--- config.mk ---
export PLATFORM = sky130hd
export DESIGN_NAME = dnz_operand_cond
export DESIGN_NICKNAME = d
export VERILOG_FILES = /design/src/rtl/dnz_operand_cond.sv
export SDC_FILE = /design/constraint.sdc
export NUM_CORES = 1
export LEC_CHECK = 0
export BUFFER_PORTS_ARGS = -buffer_cell sky130_fd_sc_hd__buf_2
export CAP_MARGIN = 20
export CORE_AREA = 2 2 226 228
export DETAILED_ROUTE_END_ITERATION = 16
export DIE_AREA = 0 0 228 230
export GPL_TIMING_DRIVEN = 0
export PLACE_DENSITY = 0.43
export SYNTH_ARGS = -nofsm -noshare
export SYNTH_HDL_FRONTEND = slang
export SYNTH_SLANG_ARGS = --single-unit
--- constraint.sdc ---
create_clock -name clk -period 1.46 [get_ports clk]
set_input_delay 0.073 -clock clk [delete_from_list [all_inputs] [get_ports clk]]
set_output_delay 0.073 -clock clk [all_outputs]
set_load 0.005 [all_outputs]
--- src/rtl/dnz_operand_cond.sv ---
module dnz_operand_cond #(
  parameter int LANES = 4,
  parameter int LANE_W = 32,
  parameter int EXP_W = 8,
  parameter int CSR_W = 32,
  parameter bit FEAT_DAZ = 1'b1,
  parameter int FLAG_BIT = 1,
  parameter int MODE_BIT = 6,
  parameter int MASK_BIT = 8,
  parameter logic [CSR_W-1:0] BASE_WMASK = 32'h0000_FFBF,
  parameter logic [CSR_W-1:0] RST_VAL = 32'h0000_1F80
) (
  input  logic                     clk,
  input  logic                     rst,
  input  logic                     csr_wr_en,
  input  logic [CSR_W-1:0]         csr_wr_data,
  output logic                     csr_wr_fault,
  output logic [CSR_W-1:0]         csr_q,
  input  logic                     op_valid,
  input  logic [LANES*LANE_W-1:0]  op_a,
  input  logic [LANES*LANE_W-1:0]  op_b,
  output logic                     res_valid,
  output logic [LANES*LANE_W-1:0]  res_a,
  output logic [LANES*LANE_W-1:0]  res_b,
  output logic                     dn_exc
);
  localparam int FRAC_W = LANE_W - 1 - EXP_W;
  localparam int VEC_W = LANES * LANE_W;
  localparam logic [CSR_W-1:0] MODE_ONE = CSR_W'(1) << MODE_BIT;
  localparam logic [CSR_W-1:0] FLAG_ONE = CSR_W'(1) << FLAG_BIT;
  localparam logic [CSR_W-1:0] WMASK = (BASE_WMASK & ~MODE_ONE) | (FEAT_DAZ ? MODE_ONE : '0);
  localparam logic [CSR_W-1:0] RST_Q = RST_VAL & ~MODE_ONE;

  logic [CSR_W-1:0] csr_r, csr_nxt;
  logic [LANES-1:0] dn_a, dn_b;
  logic [VEC_W-1:0] fl_a, fl_b;
  logic daz, masked, flag_set, wr_bad, wr_ok;

  assign daz = csr_r[MODE_BIT];
  assign masked = csr_r[MASK_BIT];

  for (genvar i = 0; i < LANES; i++) begin : g_lane
    logic [LANE_W-1:0] a, b;
    assign a = op_a[i*LANE_W +: LANE_W];
    assign b = op_b[i*LANE_W +: LANE_W];
    assign dn_a[i] = (a[FRAC_W +: EXP_W] == '0) && (a[FRAC_W-1:0] != '0);
    assign dn_b[i] = (b[FRAC_W +: EXP_W] == '0) && (b[FRAC_W-1:0] != '0);
    assign fl_a[i*LANE_W +: LANE_W] = (daz && dn_a[i]) ? {a[LANE_W-1], {(LANE_W-1){1'b0}}} : a;
    assign fl_b[i*LANE_W +: LANE_W] = (daz && dn_b[i]) ? {b[LANE_W-1], {(LANE_W-1){1'b0}}} : b;
  end

  assign flag_set = op_valid && (|{dn_a, dn_b}) && !daz;
  assign wr_bad = |(csr_wr_data & ~WMASK);
  assign wr_ok = csr_wr_en && !wr_bad;
  assign csr_nxt = (wr_ok ? csr_wr_data : csr_r) | (flag_set ? FLAG_ONE : '0);

  always_ff @(posedge clk) begin
    if (rst) begin
      csr_r        <= RST_Q;
      csr_wr_fault <= 1'b0;
      res_valid    <= 1'b0;
      dn_exc       <= 1'b0;
    end else begin
      csr_r        <= csr_nxt;
      csr_wr_fault <= csr_wr_en && wr_bad;
      res_valid    <= op_valid;
      dn_exc       <= flag_set && !masked;
    end
  end

  always_ff @(posedge clk) begin
    if (op_valid) begin
      res_a <= fl_a;
      res_b <= fl_b;
    end
  end

  assign csr_q = csr_r;

  function automatic logic has_dn(input logic [VEC_W-1:0] v);
    logic r;
    r = 1'b0;
    for (int k = 0; k < LANES; k++)
      if (v[k*LANE_W + FRAC_W +: EXP_W] == '0 && v[k*LANE_W +: FRAC_W] != '0) r = 1'b1;
    return r;
  endfunction


  no_exc_in_flush_chk: assert property (@(posedge clk) disable iff (rst)
    dn_exc |-> !$past(csr_q[MODE_BIT]));


  no_flag_in_flush_chk: assert property (@(posedge clk) disable iff (rst)
    ($past(csr_q[MODE_BIT]) && !$past(csr_wr_en) && !$past(csr_q[FLAG_BIT])) |-> !csr_q[FLAG_BIT]);


  no_denorm_out_chk: assert property (@(posedge clk) disable iff (rst)
    (res_valid && !$past(rst) && $past(csr_q[MODE_BIT])) |-> !(has_dn(res_a) || has_dn(res_b)));


  fault_keeps_csr_chk: assert property (@(posedge clk) disable iff (rst)
    csr_wr_fault |-> ((csr_q ^ $past(csr_q)) & ~FLAG_ONE) == '0);


  flag_sticky_chk: assert property (@(posedge clk) disable iff (rst)
    (!$past(rst) && $past(csr_q[FLAG_BIT]) && !$past(csr_wr_en)) |-> csr_q[FLAG_BIT]);


  no_mode_without_feat_chk: assert property (@(posedge clk) disable iff (rst)
    FEAT_DAZ || !csr_q[MODE_BIT]);


  valid_delay_chk: assert property (@(posedge clk) disable iff (rst)
    !$past(rst) |-> (res_valid == $past(op_valid)));
endmodule

* Word-level counts from Yosys, hierarchy flattened
Index checks and enable logic that the tools add are counted.
Storage, ports and cells: register bits after elaboration 291, input port bits 292, logic and storage cells 59
Operators by class: mux-type cells 2, bitwise logic cells 1, reduce and logical (&&, ||, !) cells 42
Operator list (number):
- nonzero test 23 bit | 8
- logical NOT 8 bit | 8
- two-way mux 32 bit | 1
- bitwise OR 32 x 2 -> 32 bit | 1
- logical AND 1 bit | 21
- OR reduction 16 bit | 1
- OR reduction 8 bit | 1
- logical NOT 1 bit | 3
- two-way mux 2 bit | 1

* Logic depth before layout (Yosys ltp)
Gate-level depths: netlist of run 1.
depth after elaboration 7, mapped depth 7, depth with buffers taken out 6

* Worst setup path before layout of run 1
Ideal clock, no wire load.
path kind register to register, from register csr_r[6] (netlist: csr_q[6]), to register res_a[0], data pin, library setup time 0.255 ns, arrival 1.117 ns, data required time 1.205 ns, setup slack 0.088 ns, cell stages (with the launch flop) 5, period minus slack after synthesis 1.372 ns, path through dfxtp_1 clkbuf_1 o2111ai_1 buf_4 and2_1
Between the ends: word-level cells in the longest chain between the ends 1
RTL lines:
- from (decl) | RTL line 34 | logic [CSR_W-1:0] csr_r, csr_nxt;
- from (signal assigned) | RTL line 64 | csr_r <= csr_nxt;
- logical AND 1 bit | RTL line 48 | assign fl_a[i*LANE_W +: LANE_W] = (daz && dn_a[i]) ? {a[LANE_W-1], {(LANE_W-1){1'b0}}} : a;
- to (signal assigned) | RTL line 73 | res_a <= fl_a;
- to (decl) | RTL line 23 | output logic [LANES*LANE_W-1:0] res_a,
Every way passes these cells. A chain may end at the register's enable or synchronous reset.

* Worst setup path in the final report of run 1
from input csr_wr_en, to register csr_r[10] (netlist: csr_q[10])
Between the ends: word-level cells in the longest chain between the ends 3
RTL lines:
- from (decl) | RTL line 15 | input logic csr_wr_en,
- logical AND 1 bit | RTL line 54 | assign wr_ok = csr_wr_en && !wr_bad;
- two-way mux 32 bit | RTL line 55 | assign csr_nxt = (wr_ok ? csr_wr_data : csr_r) | (flag_set ? FLAG_ONE : '0);
- bitwise OR 32 x 2 -> 32 bit | RTL line 55
Every way passes these cells.

==> impl_metrics.csv, run 1 <==
group,metric,value,unit
routing,via_per_inst,4.04,
placed_design,place.gp.congestion,0.857,
timing,post-route-min-period,1.45,ns
timing,maxSlewViolCount,0,
cells_and_area,instances_no_fill,2341,
floorplanning,num_rows,82,
critical_path,critPathLaunchType,"input pin",
timing,rsz0062_at_grt,"yes",
cells_and_area,layout_common_cells,"buf_2, dlygate4sd3_1, edfxtp_1, and2_1, and2_4",
power,p_total,21.1,mW
floorplanning,die_area,52400,um^2
critical_path,r2r_slack,0.009,ns
hold_path,hold_start,"op_valid",
synth,ys_seq_area_frac,0.764,
routing,routedWlPerCell,18.4,um
cells_and_area,drive_gt1_frac,0.473,
hold_path,hold_path.class,"input pin to register",
synth,syn_avg_cell_area,15.3,um^2
synth,async_flop_share,0,
clocking,clock-sinks,291,
placed_design,dp.cells,1975,
power,p_per_area,1080,nW/um^2
clocking,clockRootBuffer,"clkbuf_16",
clocking,cts_tree,"yes",
floorplanning,die_x,228,um
cells_and_area,layout_commonest_cell,"buf_2",
placed_design,dp_hpwl,30.8,mm
critical_path,reg2regPathDepth,5,
routing,ant_nets,0,
routing,drc,0,
critical_path,end_kind,"register",
grt,track_usage,0.158,
routing,via_count,9450,
power,leakagePower,8.09,nW
hold_path,holdPathEnd,"res_a[42]",
synth,ys_types,25,
timing,finalHoldViolCount,36,
critical_path,crit_fanout,9,
timing,setup_violations,0,
cells_and_area,fillCellCount,4924,
critical_path,r2r-end,"res_a[39]",
critical_path,cp.arrival,1.87,ns
synth,synthFlopType,"edfxtp_1",
cells_and_area,nets,1932,
grt,grt_pass1_vias,10100,
timing,fin_crit_sh,0.994,
clocking,cts-buffers-inserted,37,
grt,grt_pass1_wl,62.5,mm
placed_design,io_buffers,581,
floorplanning,start_util,0.220,
floorplanning,num_io_pins,583,
status,status,"finished, violations left",
synth,synth_area,11000,um^2
clocking,clk_path_buf_depth,3,
critical_path,required,1.87,ns
routing,finalWirelength,43.0,mm
synth,yosys_warnings,0,
timing,worst_pin_slew,0.859,ns
cells_and_area,syn2layout_area_growth,77.6,%
floorplanning,core,49900,um^2
routing,drt_iter0_markers,372,
placed_design,dpl-instance-area,14800,um^2
critical_path,critPathKind,"input pin to register",
synth,syn_inst,719,
timing,hold_ws,-0.0600,ns
clocking,clk_pin_slew_worst_paths,0.06,ns
critical_path,reg2reg_from,"csr_q[6]",
clocking,htree_levels,2,
clocking,clock_latency,0.54,ns
routing,firstDrtPassIters,6,
synth,ys_seq_elements,291,
grt,antenna_found_initial,5,
job,drv_cap,0,
status,violations,"negative hold slack",
floorplanning,die_h,230,um
cells_and_area,design_area,19500,um^2
synth,syn-num-nets,1011,
synth,synth_edf_count,256,
grt,grt_start_max_net_pins,118,
grt,grt.overflow.total,0,
power,max-vdd-ir-drop,0.862,mV
hold_path,holdPathStages,1,
timing,fin_skew,0.0145,ns
timing,relSlewSlack,0.422,
timing,timing.fmax,689,MHz
## power breakdown
part           internal [mW]  switching (mW)
clock network           5.26            3.54
logic                   1.41            1.05
registers               9.70           0.134
## flip-flops by register name, indices dropped and copies added (netlist names)
signal	flops
res_b	128
dn_exc	1
csr_q	32
csr_wr_fault	1
res_a	128
res_valid	1
## cell usage after synthesis, drive strengths merged (6+ instances only)
master   number  share of area
edfxtp      256           0.70
and2        200           0.11
clkbuf       68          0.023
nor4         60          0.035
dfxtp        35          0.064
buf          17          0.012
nand4        11         0.0063
mux2i        10         0.0091
nor2         10         0.0034
nand2         9         0.0038
nor3          9         0.0041
o2111ai       8         0.0064
o211ai        8         0.0055
a211o         6         0.0054
and3          6         0.0041
## how the worst max path moves through the flow
stage | from | endpoint | slack, ns | cells after the start
after detailed placement | op_a[91] | res_a[85] | -0.95 | 5
after global routing | csr_q[6] | res_a[39] | -0.05 | 5
after global placement | op_valid | csr_q[1] | -3.82 | 4
final | csr_wr_en | csr_q[10] | 0.009 | 5
after floorplan | csr_q[6] | res_a[0] | 0.09 | 4
after CTS | csr_q[6] | res_a[40] | -0.04 | 5
## routing by layer
layer,track usage,vias up,wire length (um)
met5,0,-,19
met4,0.0605,2,1260
met3,0.0567,64,3790
met2,0.287,436,22300
met1,0.167,4480,15700
li1,-,4468,-
## worst max-delay path, cell delays in order
cell and delay (ns):
dlygate4sd3_1 0.54, buf_2 0.19, and3_2 0.21, a211o_2 0.29
dlygate4sd3_1 0.55
## logic make-up (layout without fill, tap and decap cells)
kind of cell,count (synthesis),after routing,synth area share
AO/OA/AOI/OAI,24,24,0.0182
buffers and inverters,86,1034,0.0359
flip-flops,291,291,0.764
multiplexers,10,10,0.00912
other,0,2,0
AND/OR/NAND/NOR,308,308,0.172
## cell type report
cell class | count | area (um^2) | share of cell area
clock inverters | 13 | 92.6 | 0.00475
repair buffers | 882 | 5990 | 0.307
flip-flops and latches | 291 | 8390 | 0.430
inverters | 1 | 6.26 | 0.000321
multi-input cells | 342 | 2630 | 0.135
well taps | 672 | 841 | 0.0431
diodes | 2 | 5.00 | 0.000257
plain buffers | 85 | 464 | 0.0238
clock buffers | 53 | 1070 | 0.0548
## stage by stage
stage	setup TNS, ns	worst slack, ns	util
floorplan	0	0.0883	-
global placement	-1135.85	-3.82	0.295
detailed placement	-106.48	-0.949	0.297
CTS	-0.886	-0.0361	0.382
global route	-2.09	-0.0502	0.391
finish	0	0.00861	0.391
## repair_timing
item,in CTS,in global routing
setup endpoints to repair,185,171
gates cloned,7,6
endpoints found under the hold margin,309,38
pin swaps,40,44
hold buffers,278,2
resized for setup,62,93
buffers inserted,1,8
No activity file was read; power rests on OpenSTA's default activity.
==> inputs of run 2 (changes only) <==
==> config.mk (replaced) <==
export PLATFORM = sky130hd
export DESIGN_NAME = dnz_operand_cond
export DESIGN_NICKNAME = d
export VERILOG_FILES = /design/src/rtl/dnz_operand_cond.sv
export SDC_FILE = /design/constraint.sdc
export NUM_CORES = 1
export LEC_CHECK = 0
export ABC_AREA = 1
export BUFFER_PORTS_ARGS = -buffer_cell sky130_fd_sc_hd__buf_2
export CAP_MARGIN = 20
export CORE_AREA = 2 2 225 227
export DETAILED_ROUTE_END_ITERATION = 16
export DIE_AREA = 0 0 227 229
export GPL_TIMING_DRIVEN = 0
export PLACE_DENSITY = 0.45
export SYNTH_ARGS = -nofsm -noshare
export SYNTH_HDL_FRONTEND = slang
export SYNTH_SLANG_ARGS = --single-unit
export TNS_END_PERCENT = 30
==> constraint.sdc (replaced) <==
create_clock -name clk -period 1.6 [get_ports clk]
set_input_delay 0.08 -clock clk [delete_from_list [all_inputs] [get_ports clk]]
set_output_delay 0.08 -clock clk [all_outputs]
set_load 0.005 [all_outputs]
==> run 2 against run 1 <==
  * The flow now finishes without violations
  * Die area fell by 0.87%
  * Critical path depth did not move
  * Synthesized cell count rose by 54%
  * Critical endpoint is now csr_wr_fault
  * Via count rose by 10%
  * Highest routed layer unchanged
  * Hold slack improved by 0.32 ns
==> impl_metrics.csv, run 2 <==
group,metric,value,unit
status,status,"finished, final reports clean",
synth,synthTopCellsByCount,"nand2_1, edfxtp_1, inv_1, nor2_1, clkbuf_1",
grt,grt_pass1_vias,10800,
cells_and_area,instances_no_fill,2706,
critical_path,path_common_cell,"dlygate4sd3_1",
critical_path,crit_buf_inv,3,
timing,timing.fmax,679,MHz
routing,routed.top_layer,"met5",
synth,synth_edf_count,256,
cells_and_area,drive_gt1_frac,0.326,
critical_path,cp.arrival,1.88,ns
routing,via_per_inst,3.84,
placed_design,io_buffers,581,
hold_path,hold_start,"csr_wr_data[26]",
clocking,clock_latency,0.52,ns
critical_path,r2r-end,"res_a[67]",
floorplanning,die_area,52000,um^2
timing,finalHoldViolCount,0,
routing,wl_met1,15.1,mm
synth,synthTopCellsByArea,"edfxtp_1, nand2_1, inv_1",
routing,finalWirelength,39.5,mm
synth,ys_seq_area_frac,0.727,
cells_and_area,nets,2301,
clocking,clockRootBuffer,"clkbuf_16",
power,p_per_area,968,nW/um^2
synth,synth.most_common_cell,"nand2_1",
timing,fin_setup_tns,0,ns
synth,ys_types,18,
synth,syn-num-nets,1396,
floorplanning,die_x,227,um
routing,drc,0,
clocking,cts-buffers-inserted,36,
timing,setup_violations,0,
critical_path,r2r_slack,0.15,ns
synth,synth_top_area_share,0.666,
critical_path,required,2.00,ns
routing,routedWlPerCell,14.6,um
critical_path,critPathLaunchType,"input pin",
cells_and_area,utilization,0.389,
synth,yosys_warnings,0,
clocking,cts_tree,"yes",
routing,firstDrtPassIters,5,
cells_and_area,regArea,8390,um^2
timing,fin_crit_sh,0.920,
grt,grt.overflow.total,0,
timing,worst_pin_slew,0.635,ns
power,p_total,18.7,mW
critical_path,cp_slowest_stage_delay,0.79,ns
placed_design,dp.cells,2360,
timing,hold_ws,0.256,ns
clocking,clk_pin_slew_worst_paths,0.06,ns
cells_and_area,syn2layout_area_growth,67.4,%
critical_path,reg2regPathDepth,6,
floorplanning,start_util,0.232,
timing,fin_skew,0.00800,ns
power,max-vdd-ir-drop,0.771,mV
timing,maxSlewViolCount,0,
routing,wl_met3,3.03,mm
critical_path,critPathKind,"input pin to register",
clocking,clock-sinks,291,
placed_design,place.gp.congestion,0.849,
routing,wl_met2,19.8,mm
critical_path,slowest_stage,"dlygate4sd3_1",
job,drv_cap,0,
hold_path,holdPathStages,6,
critical_path,reg2reg_from,"csr_q[6]",
synth,syn_inst,1104,
timing,relSlewSlack,0.577,
clocking,clk_path_buf_depth,3,
grt,grt_start_max_net_pins,111,
critical_path,end_kind,"register",
synth,syn_avg_cell_area,10.5,um^2
grt,antenna_found_initial,2,
synth,ys_seq_elements,291,
synth,async_flop_share,0,
floorplanning,num_io_pins,583,
grt,track_usage,0.144,
floorplanning,core,49700,um^2
floorplanning,die_h,229,um
timing,post-route-min-period,1.47,ns
synth,synth_area,11500,um^2
routing,drt_iter0_markers,409,
power,leakagePower,9.31,nW
hold_path,hold_path.class,"input pin to register",
cells_and_area,fillCellCount,5020,
routing,via_count,10400,
hold_path,holdPathEnd,"csr_q[8]",
critical_path,cp_cell_sequence,"dlygate4sd3_1, inv_1, nand2_1, a21oi_1, dlygate4sd3_1",
routing,ant_nets,0,
critical_path,cpLargestDelayFamily,"buffers and inverters",
grt,grt_pass1_wl,57.7,mm
timing,rsz0062_at_grt,"yes",
placed_design,dp_hpwl,29.5,mm
synth,yosys.area.top_type,"edfxtp_1",
cells_and_area,layout_commonest_cell,"buf_2",
cells_and_area,layout_common_cells,"buf_2, nand2_1, dlygate4sd3_1, edfxtp_1, inv_1",
critical_path,crit_fanout,10,
clocking,htree_levels,2,
cells_and_area,multi_input_comb_area,2070,um^2
floorplanning,num_rows,82,
synth,synthFlopType,"edfxtp_1",
==> run 2: what timing repair did <==
| item | in CTS | in global routing |
|---|---|---|
| gates resized for setup | 2 | 11 |
| endpoints found under the hold margin | 311 | 0 |
| gates cloned | 0 | 1 |
| hold buffers | 283 | 0 |
| buffers inserted | 0 | 0 |
| setup endpoints to repair | 172 | 73 |
==> run 2: cell families after synthesis <==
family          share of synthesized area
simple gates                        0.173
flops                               0.727
compound gates                    0.00477
buf+inv                            0.0957
==> run 2: how the worst max path moves through the flow <==
| stage | cells past startpoint | slack, ns | end | start |
|---|---|---|---|---|
| after CTS | 6 | 0.01 | csr_wr_fault | rst |
| final | 5 | 0.13 | csr_wr_fault | rst |
| after global placement | 5 | -3.70 | csr_q[1] | op_valid |
| after global routing | 9 | -0.01 | res_a[8] | op_a[30] |
| after detailed placement | 6 | -0.27 | res_a[44] | csr_q[6] |
| after floorplan | 5 | 0.30 | res_a[0] | csr_q[6] |
==> run 2: cell type report <==
type / instances / area share
Inverter: 198 / 0.0385
Multi-Input combinational cell: 527 / 0.107
Tap cell: 672 / 0.0435
Timing Repair Buffer: 868 / 0.303
Antenna cell: 1 / 0.000130
Clock buffer: 43 / 0.0491
Buffer: 87 / 0.0189
Clock inverter: 19 / 0.00570
Sequential cell: 291 / 0.434
==> run 2: stage by stage <==
stage	worst slack (ns)	cell area, um^2
5_1_grt	-0.0118	19300
6_report	0.128	19300
3_5_place_dp	-0.268	15400
2_1_floorplan	0.298	11500
4_1_cts	0.0130	19300
3_3_place_gp	-3.70	15300
==> run 2: worst register-to-register path, delay by kind of cell, from the launching register on <==
family,cells,cell delay (ns)
buffers and inverters,4,0.61
DFF,1,0.32
and+or+nand+nor,2,0.27
==> run 2: report_power, final <==
| part | internal [mW] | total [mW] | switching [mW] |
|---|---|---|---|
| clock network | 4.36 | 7.49 | 3.13 |
| registers | 8.85 | 8.97 | 0.123 |
| logic | 1.21 | 2.24 | 1.03 |
==> run 2: per-layer routing <==
layer / vias to the layer above / global-route usage
li1: 5179 / -
met1: 4730 / 0.154
met2: 406 / 0.261
met3: 85 / 0.0396
met4: 2 / 0.0660
met5: - / 0
==> inputs of run 3 (changes only) <==
--- a/config.mk
+++ b/config.mk
@@ -13,6 +13,7 @@
 export DIE_AREA = 0 0 227 229
 export GPL_TIMING_DRIVEN = 0
 export PLACE_DENSITY = 0.45
+export SETUP_SLACK_MARGIN = 0.5
 export SYNTH_ARGS = -nofsm -noshare
 export SYNTH_HDL_FRONTEND = slang
 export SYNTH_SLANG_ARGS = --single-unit
==> run 3 against run 2 <==
  * Critical path depth unchanged
  * Critical path type is now register to register
  * Critical endpoint is now res_b[11]
  * The run now ends with negative hold slack left
  * Clock power increased by 3.2%
  * Setup slack better by 0.20 ns
==> impl_metrics.csv, run 3 (same netlist as run 2, synthesis figures left out) <==
group,metric,value,unit
status,status,"finished, violations left",
status,violations,"negative hold slack",
timing,fin_crit_sh,0.796,
placed_design,dp_hpwl,31.1,mm
floorplanning,die_h,229,um
routing,via_count,10800,
critical_path,critPathLaunchType,"register",
clocking,cts-buffers-inserted,36,
timing,relSlewSlack,0.517,
timing,timing.fmax,785,MHz
critical_path,critPathKind,"register to register",
critical_path,path_common_cell,"clkbuf_16",
power,p_total,19.1,mW
grt,grt_pass1_vias,11100,
floorplanning,die_x,227,um
routing,ant_nets,0,
clocking,clock_latency,0.54,ns
grt,track_usage,0.162,
timing,setup_violations,0,
power,leakagePower,9.44,nW
floorplanning,core,49700,um^2
routing,drt_iter0_markers,429,
timing,finalHoldViolCount,10,
clocking,htree_levels,2,
routing,firstDrtPassIters,5,
critical_path,required,1.88,ns
floorplanning,num_io_pins,583,
critical_path,cp_slowest_stage_delay,0.39,ns
clocking,clock-sinks,291,
job,drv_cap,0,
timing,rsz0062_at_grt,"yes",
routing,via_per_inst,3.96,
floorplanning,die_area,52000,um^2
grt,antenna_found_initial,8,
power,p_per_area,938,nW/um^2
grt,grt_start_max_net_pins,116,
timing,hold_ws,-0.153,ns
power,max-vdd-ir-drop,0.680,mV
grt,grt_pass1_wl,64.0,mm
hold_path,hold_path.class,"input pin to register",
routing,routedWlPerCell,16.0,um
timing,post-route-min-period,1.27,ns
cells_and_area,nets,2318,
critical_path,cpLargestDelayFamily,"buffers and inverters",
critical_path,cp.arrival,1.56,ns
cells_and_area,layout_commonest_cell,"buf_2",
timing,fin_skew,0.0180,ns
routing,drc,0,
clocking,clk_path_buf_depth,3,
clocking,cts_tree,"yes",
placed_design,io_buffers,581,
critical_path,cp_cell_sequence,"clkbuf_16, nand3_4, clkbuf_16, nand2_4, inv_2",
timing,fin_setup_tns,0,ns
critical_path,end_kind,"register",
placed_design,place.gp.congestion,0.848,
critical_path,crit_fanout,5,
clocking,clockRootBuffer,"clkbuf_16",
routing,finalWirelength,43.8,mm
cells_and_area,layout_common_cells,"buf_2, dlygate4sd3_1, edfxtp_1, nand2_1, nor2_1",
cells_and_area,design_area,20300,um^2
grt,grt.overflow.total,0,
cells_and_area,drive_gt1_frac,0.436,
floorplanning,num_rows,82,
placed_design,dpl-instance-area,15400,um^2
critical_path,slowest_stage,"dfxtp_4",
clocking,clk_pin_slew_worst_paths,0.06,ns
floorplanning,start_util,0.232,
timing,worst_pin_slew,0.724,ns
timing,maxSlewViolCount,0,
cells_and_area,syn2layout_area_growth,76.0,%
critical_path,crit_buf_inv,3,
[run 3: power by group]
group | internal (mW) | leakage, nW | switching (mW)
combinational | 1.27 | 6.11 | 1.09
sequential | 8.85 | 2.79 | 0.125
clock | 4.50 | 0.538 | 3.23
[run 3: routing by layer]
metal | routed length, um | track usage | vias up | share of wire
met5 | 27 | 0 | - | 0.00062
met2 | 22100 | 0.287 | 397 | 0.51
li1 | - | - | 5237 | -
met3 | 3540 | 0.0482 | 90 | 0.081
met4 | 1720 | 0.0703 | 4 | 0.039
met1 | 16400 | 0.179 | 5093 | 0.37
[run 3: worst reg2reg max path: stages (launching register included)]
cell,delay [ns]
dfxtp_4,0.39
clkbuf_16,0.20
nand3_4,0.15
clkbuf_16,0.21
nand2_4,0.06
inv_2,0.03
[run 3: cell type report]
class | instances | area [um^2]
Antenna cell | 6 | 15.0
Buffer | 88 | 509
Clock buffer | 52 | 1030
Clock inverter | 12 | 75.1
Fill cell | 4924 | 29300
Inverter | 198 | 744
Multi-Input combinational cell | 527 | 2680
Sequential cell | 291 | 8390
Tap cell | 672 | 841
Timing Repair Buffer | 884 | 6030
[run 3: stage by stage]
stage | instances | utilization | setup slack [ns] | hold slack (ns)
after CTS | 2717 | 0.398 | 0.342 | -0.185
after detailed placement | 2359 | 0.311 | -0.249 | 0.259
after global routing | 2729 | 0.409 | 0.282 | -0.154
after global placement | 2357 | 0.310 | -3.68 | 0.258
final | 2730 | 0.409 | 0.326 | -0.153
after floorplan | 1104 | - | 0.483 | 0.179
[run 3: final timing paths]
path / start / to / slack (ns) / cells after the start
worst min register to register: csr_q[26] / csr_q[26] / 0.44 / 2
worst min-delay path: op_b[17] / res_b[17] / -0.15 / 3
worst max register to register: csr_q[6] / res_b[11] / 0.33 / 5
worst max-delay path: csr_q[6] / res_b[11] / 0.33 / 5
[run 3: timing repair]
action                                  4_1_cts  5_1_grt
hold buffers                                275        1
hold endpoints to repair                    320       49
endpoints found under the setup margin      455      470
cloned                                       12        2
buffers inserted                              7        4
pin swaps                                     0        2
resized for setup                           117      197
